File: src/rtl/rsg_pkg.sv
package rsg_pkg;
  parameter int FIELD_W = 16;
  localparam int WORD_W = 2 * FIELD_W;
  typedef logic [FIELD_W-1:0] field_t;

  function automatic field_t recover_mod(field_t inc, field_t neg);
    return inc - neg - field_t'(1);
  endfunction

  function automatic logic cfg_usable(field_t inc, field_t modv);
    return (modv != '0) && (modv >= inc);
  endfunction
endpackage

File: src/rtl/rsg_cfg.sv
module rsg_cfg
  import rsg_pkg::*;
(
  input  logic              clk,
  input  logic              rst,
  input  logic              wr_src,
  input  logic              wr_word,
  input  logic [WORD_W-1:0] wr_data,
  input  logic              tick_44k1,
  input  logic              tick_48k,
  output logic              src_tick,
  output logic              load,
  output field_t            act_inc,
  output field_t            act_mod
);
  logic   sh_src, act_src, pend;
  field_t sh_inc, sh_neg, act_neg;
  logic   new_tick, old_tick;

  assign new_tick = sh_src  ? tick_44k1 : tick_48k;
  assign old_tick = act_src ? tick_44k1 : tick_48k;
  assign src_tick = pend ? new_tick : old_tick;
  assign load     = pend & new_tick;
  assign act_mod  = recover_mod(act_inc, act_neg);

  always_ff @(posedge clk) begin
    if (rst) begin
      sh_src  <= 1'b0;
      sh_inc  <= '0;
      sh_neg  <= '0;
      act_src <= 1'b0;
      act_inc <= '0;
      act_neg <= '0;
      pend    <= 1'b0;
    end else begin
      if (wr_src) sh_src <= wr_data[0];
      if (wr_word) begin
        sh_inc <= wr_data[FIELD_W-1:0];
        sh_neg <= wr_data[WORD_W-1:FIELD_W];
      end
      if (load) begin
        act_src <= sh_src;
        act_inc <= sh_inc;
        act_neg <= sh_neg;
      end
      if (wr_src || wr_word) pend <= 1'b1;
      else if (load)         pend <= 1'b0;
    end
  end

  // the address decode never targets both registers at once
  assert_one_reg_R8: assert property (@(posedge clk) disable iff (rst)
    !(wr_src && wr_word));
endmodule

File: src/rtl/rsg_accum.sv
module rsg_accum
  import rsg_pkg::*;
(
  input  logic   clk,
  input  logic   rst,
  input  logic   src_tick,
  input  logic   load,
  input  field_t inc,
  input  field_t modv,
  output logic   strobe
);
  field_t           acc;
  logic [FIELD_W:0] sum;
  logic             ok;

  assign ok  = cfg_usable(inc, modv);
  assign sum = {1'b0, acc} + {1'b0, inc};

  always_ff @(posedge clk) begin
    if (rst) begin
      acc    <= '0;
      strobe <= 1'b0;
    end else if (load) begin
      acc    <= '0;
      strobe <= 1'b0;
    end else if (src_tick && ok) begin
      if (sum >= {1'b0, modv}) begin
        acc    <= field_t'(sum - {1'b0, modv});
        strobe <= 1'b1;
      end else begin
        acc    <= field_t'(sum);
        strobe <= 1'b0;
      end
    end else begin
      strobe <= 1'b0;
    end
  end

  assert_strobe_after_tick_R4: assert property (@(posedge clk) disable iff (rst)
    strobe |-> ($past(src_tick) && !$past(load)));
  assert_acc_bounded_R4: assert property (@(posedge clk) disable iff (rst)
    ok |-> (acc < modv));
  assert_no_strobe_bad_cfg_R6: assert property (@(posedge clk) disable iff (rst)
    strobe |-> $past(modv != '0 && modv >= inc));
  assert_load_clears_R5: assert property (@(posedge clk) disable iff (rst)
    $past(load) |-> (acc == '0 && !strobe));
endmodule

File: src/rtl/rsg_route.sv
module rsg_route #(
  parameter int NUM_GEN  = 2,
  parameter int NUM_CONV = 2,
  parameter int ID_W     = 2
) (
  input  logic                     clk,
  input  logic                     rst,
  input  logic [NUM_GEN-1:0]       gen_strobe,
  input  logic [NUM_CONV*ID_W-1:0] conv_id,
  output logic [NUM_CONV-1:0]      conv_strobe
);
  for (genvar c = 0; c < NUM_CONV; c++) begin : g_conv
    logic [ID_W-1:0] id;
    logic            pick;
    assign id = conv_id[c*ID_W +: ID_W];

    always_comb begin
      pick = 1'b0;
      for (int j = 0; j < NUM_GEN; j++)
        if (id == ID_W'(j + 1)) pick = gen_strobe[j];
    end

    always_ff @(posedge clk) begin
      if (rst) conv_strobe[c] <= 1'b0;
      else     conv_strobe[c] <= pick;
    end

    assert_id_in_range_R7: assert property (@(posedge clk) disable iff (rst)
      conv_strobe[c] |-> $past(id != '0 && int'(id) <= NUM_GEN));
  end
endmodule

File: src/rtl/rate_strobe_gen.sv
module rate_strobe_gen
  import rsg_pkg::*;
#(
  parameter int NUM_GEN  = 2,
  parameter int NUM_CONV = 2,
  localparam int GEN_W   = (NUM_GEN > 1) ? $clog2(NUM_GEN) : 1,
  localparam int ADDR_W  = GEN_W + 1,
  localparam int ID_W    = $clog2(NUM_GEN + 1)
) (
  input  logic                     clk,
  input  logic                     rst,
  input  logic                     tick_44k1,
  input  logic                     tick_48k,
  input  logic                     wr_en,
  input  logic [ADDR_W-1:0]        wr_addr,
  input  logic [WORD_W-1:0]        wr_data,
  input  logic [NUM_CONV*ID_W-1:0] conv_id,
  output logic [NUM_GEN-1:0]       gen_strobe,
  output logic [NUM_CONV-1:0]      conv_strobe
);
  for (genvar g = 0; g < NUM_GEN; g++) begin : g_gen
    logic   hit, wr_src, wr_word, src_tick, load;
    field_t inc, modv;

    assign hit     = wr_en && (wr_addr[ADDR_W-1:1] == GEN_W'(g));
    assign wr_src  = hit && !wr_addr[0];
    assign wr_word = hit &&  wr_addr[0];

    rsg_cfg u_cfg (
      .clk(clk), .rst(rst), .wr_src(wr_src), .wr_word(wr_word),
      .wr_data(wr_data), .tick_44k1(tick_44k1), .tick_48k(tick_48k),
      .src_tick(src_tick), .load(load), .act_inc(inc), .act_mod(modv)
    );

    rsg_accum u_acc (
      .clk(clk), .rst(rst), .src_tick(src_tick), .load(load),
      .inc(inc), .modv(modv), .strobe(gen_strobe[g])
    );
  end

  rsg_route #(.NUM_GEN(NUM_GEN), .NUM_CONV(NUM_CONV), .ID_W(ID_W)) u_route (
    .clk(clk), .rst(rst), .gen_strobe(gen_strobe),
    .conv_id(conv_id), .conv_strobe(conv_strobe)
  );

  // strobes stay low in the first cycle after reset
  assert_reset_quiet_R1: assert property (@(posedge clk)
    $past(rst) |-> (gen_strobe == '0 && conv_strobe == '0));
endmodule

File: config.mk
export PLATFORM = sky130hd
export DESIGN_NAME = rate_strobe_gen
export DESIGN_NICKNAME = d
export VERILOG_FILES = /design/src/rtl/rsg_pkg.sv /design/src/rtl/rsg_cfg.sv /design/src/rtl/rsg_accum.sv /design/src/rtl/rsg_route.sv /design/src/rtl/rate_strobe_gen.sv
export SDC_FILE = /design/constraint.sdc
export NUM_CORES = 1
export LEC_CHECK = 0
export BUFFER_PORTS_ARGS = -buffer_cell sky130_fd_sc_hd__buf_4
export CAP_MARGIN = 5
export CORE_AREA = 2 2 182 148
export CTS_BUF_LIST = sky130_fd_sc_hd__clkbuf_16
export DETAILED_ROUTE_END_ITERATION = 10
export DIE_AREA = 0 0 184 150
export SYNTH_ARGS = -nofsm -noshare
export SYNTH_HDL_FRONTEND = slang
export SYNTH_SLANG_ARGS = --single-unit
export TNS_END_PERCENT = 30
File: constraint.sdc
create_clock -name clk -period 4.7 [get_ports clk]
set_clock_uncertainty 0.05 [all_clocks]
set_input_delay 0.47 -clock clk [delete_from_list [all_inputs] [get_ports clk]]
set_output_delay 0.47 -clock clk [all_outputs]
set_load 0.02 [all_outputs]
==> results.yml <==
final_layout:
  stdcell_area_um2: 13020
  seqCellArea_um2: 3405
  fillers: 2602
  antenna_cells: 0
  multiInputGateArea_um2: 7436
  drive_gt1_frac: 0.1066
  final_common_cell: "nand2_1"
  stdcell_count: 1869
  fin_util: 0.5033
  final_cell_mix: "300 x nand2_1, 206 x a21oi_1, 169 x dfxtp_1, 121 x ha_1, 120 x inv_1"
  area_growth_pct: 14.00
  fin_nets: 1697
critical_path:
  cp_cell_sequence: "inv_1, ha_1, fa_1, a21oi_2, o221ai_2, a221oi_4, o21bai_1, a211o_1, a21oi_2, xor2_1, buf_4, inv_1, ha_1, nand3_1, a21oi_1, o221ai_1, a41oi_2, buf_4, clkbuf_16, o21ai_0, a21oi_1"
  crit_type: "flip-flop to flip-flop"
  endpoint_kind: "flip-flop"
  crit_path_start_kind: "flip-flop"
  arrival_ns: 4.83
  cpPeakStageDelay_ns: 0.43
  required_ns: 5.02
  cp_max_fo: 15
  crit_path_top_delay_cell: "fa_1"
pwr:
  vdd_ir_drop_max_mv: 0.2928
  power_mw: 3.478
  leakagePower_nw: 5.252
  power-per-cell-area_nw_per_um2: 267.2
placement:
  placed_cells: 1833
  pre_cts_slack_ns: 0.08644
  io_buffers: 46
  postPlaceCellArea_um2: 12250
  place_hpwl_um: 23710
  place.gp.congestion: 0.8648
cts:
  clockBufferDepth: 2
  cts-buffers-inserted: 17
  cts-root-buf: "clkbuf_16"
  clock_sinks: 170
  tritoncts: "done"
  htree_levels: 4
  path_clk_slew_ns: 0.08
  insertion_delay_ns: 0.43
detailed_routing:
  avgViaCountPerCell: 5.478
  drc: 0
  vias: 10240
  first_pass_iters: 5
  wire_per_inst_um: 16.39
  drtAntennaViolNets: 0
  drt_iter0_markers: 633
  wl_um: 30640
flow_run:
  max-cap-violations: 0
timing:
  fin_crit_sh: 0.9600
  report.final.setup_viol: 0
  fmax_ghz: 0.2216
  final.setup.tns_ns: 0
  post-route-min-period_ns: 4.512
  grt_setup_unrepaired: "true"
  slew_headroom: 0.2455
  whs_ns: 0.2391
  slew_viol_final: 0
  setup_ws_ns: 0.1881
  tightest_slew_ns: 1.128
  hold_viol_final: 0
synth:
  synth_largest_area_cell: "dfxtp_1"
  ys_types: 73
  async_flop_share: 0
  synthCells: 1478
  syn_area_per_cell_um2: 7.726
  ys.flop_type: "dfxtp_1"
  synth-seq-cells: 170
  yosysWarnings: 0
  synthesis.area_um2: 11420
  synth_area_leaders: "dfxtp_1 30%, ha_1 13%, nand2_1 9.9%, a21oi_1 9.2%, xnor2_1 4.3%"
  syn_nets: 1649
  seq_area_frac_synth: 0.2980
  synth_edf_count: 0
  yosysTopAreaCellShare: 0.2980
run_status:
  status: "complete, no violations"
floorplanning:
  core_area_um2: 25860
  ioPinCount: 47
  die-area_um2: 27600
  die_w_um: 184
  fp.dieH_um: 150
  initial_core_util: 0.4415
  rows: 53
grt:
  grt_overflow: 0
  antenna_found_initial: 1
  grt_max_degree: 83
  grt_pass1_vias: 9289
  grt_pass1_wl_um: 48740
  grt_use_total: 0.2240
worst_hold_path:
  hold_class: "primary input to flip-flop"
==> power by group <==
part           total (mW)  switching (mW)  internal, mW
Combinational       0.521           0.307         0.214
Clock                1.44           0.681         0.763
Sequential           1.51          0.0292          1.48
==> Yosys cell counts (15+ instances only) <==
cell	count
a211oi_1	16
a21o_1	23
a21oi_1	211
clkbuf_1	49
dfxtp_1	170
ha_1	122
inv_1	119
mux2i_1	28
nand2_1	300
nand3_1	15
nor2_1	50
nor3_1	19
o21ai_0	61
xnor2_1	56
xor2_1	24
==> worst max-delay path: cells and delay by family, from the launching register on <==
family,cells,cell delay [ns]
fa+ha+maj,3,0.93
xor+xnor,1,0.22
buf+inv,5,0.60
flops,1,0.33
simple gates,1,0.08
compound gates,11,2.22
==> cell families after synthesis <==
kind of cell               synth area share
buffers and inverters               0.06114
DFF                                  0.2980
muxes                               0.03079
and+or+nand+nor                      0.1786
adders and majority gates            0.1442
AOI/OAI and AO/OA                    0.2258
xor gates and xnor gates            0.06136
==> per-layer routing <==
metal	vias to the layer above	GRT usage	wire, µm
li1	5235	-	-
met1	4796	0.3475	16550
met2	193	0.3194	12260
met3	13	0.04381	1603
met4	2	0.03760	208
met5	-	0	13
==> final cells by class <==
cell class	count	share of cell area
clock inverter	15	0.01413
multi-input combinational	1131	0.5712
tap	330	0.03172
clock buffer	17	0.03268
inverter	119	0.03431
sequential	170	0.2615
timing repair buffer	87	0.05440
==> path summary, 6_finish.rpt <==
path | from | endpoint | slack [ns] | cells past startpoint
worst max-delay path | g_gen[1].u_cfg.act_neg[0] | g_gen[1].u_acc.acc[4] | 0.19 | 21
worst min-delay path | wr_data[29] | g_gen[0].u_cfg.sh_neg[13] | 0.24 | 3
worst max register to register | g_gen[1].u_cfg.act_neg[0] | g_gen[1].u_acc.acc[4] | 0.19 | 21
worst min register to register | g_gen[0].u_cfg.sh_neg[10] | g_gen[0].u_cfg.act_neg[10] | 0.40 | 2
==> sequential cells by signal, indices dropped and copies added, names as in the netlist <==
register,flops
g_gen.u_acc.acc,32
g_gen.u_cfg.act_inc,32
g_gen.u_cfg.act_neg,32
g_gen.u_cfg.sh_inc,32
g_gen.u_cfg.sh_neg,32
g_gen.u_acc.strobe,2
g_gen.u_cfg.act_src,2
g_gen.u_cfg.pend,2
g_gen.u_cfg.sh_src,2
u_route.conv_strobe,2
==> timing repair <==
action,in CTS,in global routing
setup endpoints to repair,0,32
setup buffers,0,3
resized for setup,0,22
hold buffers,0,0
Power figures use the tool's default switching activity.
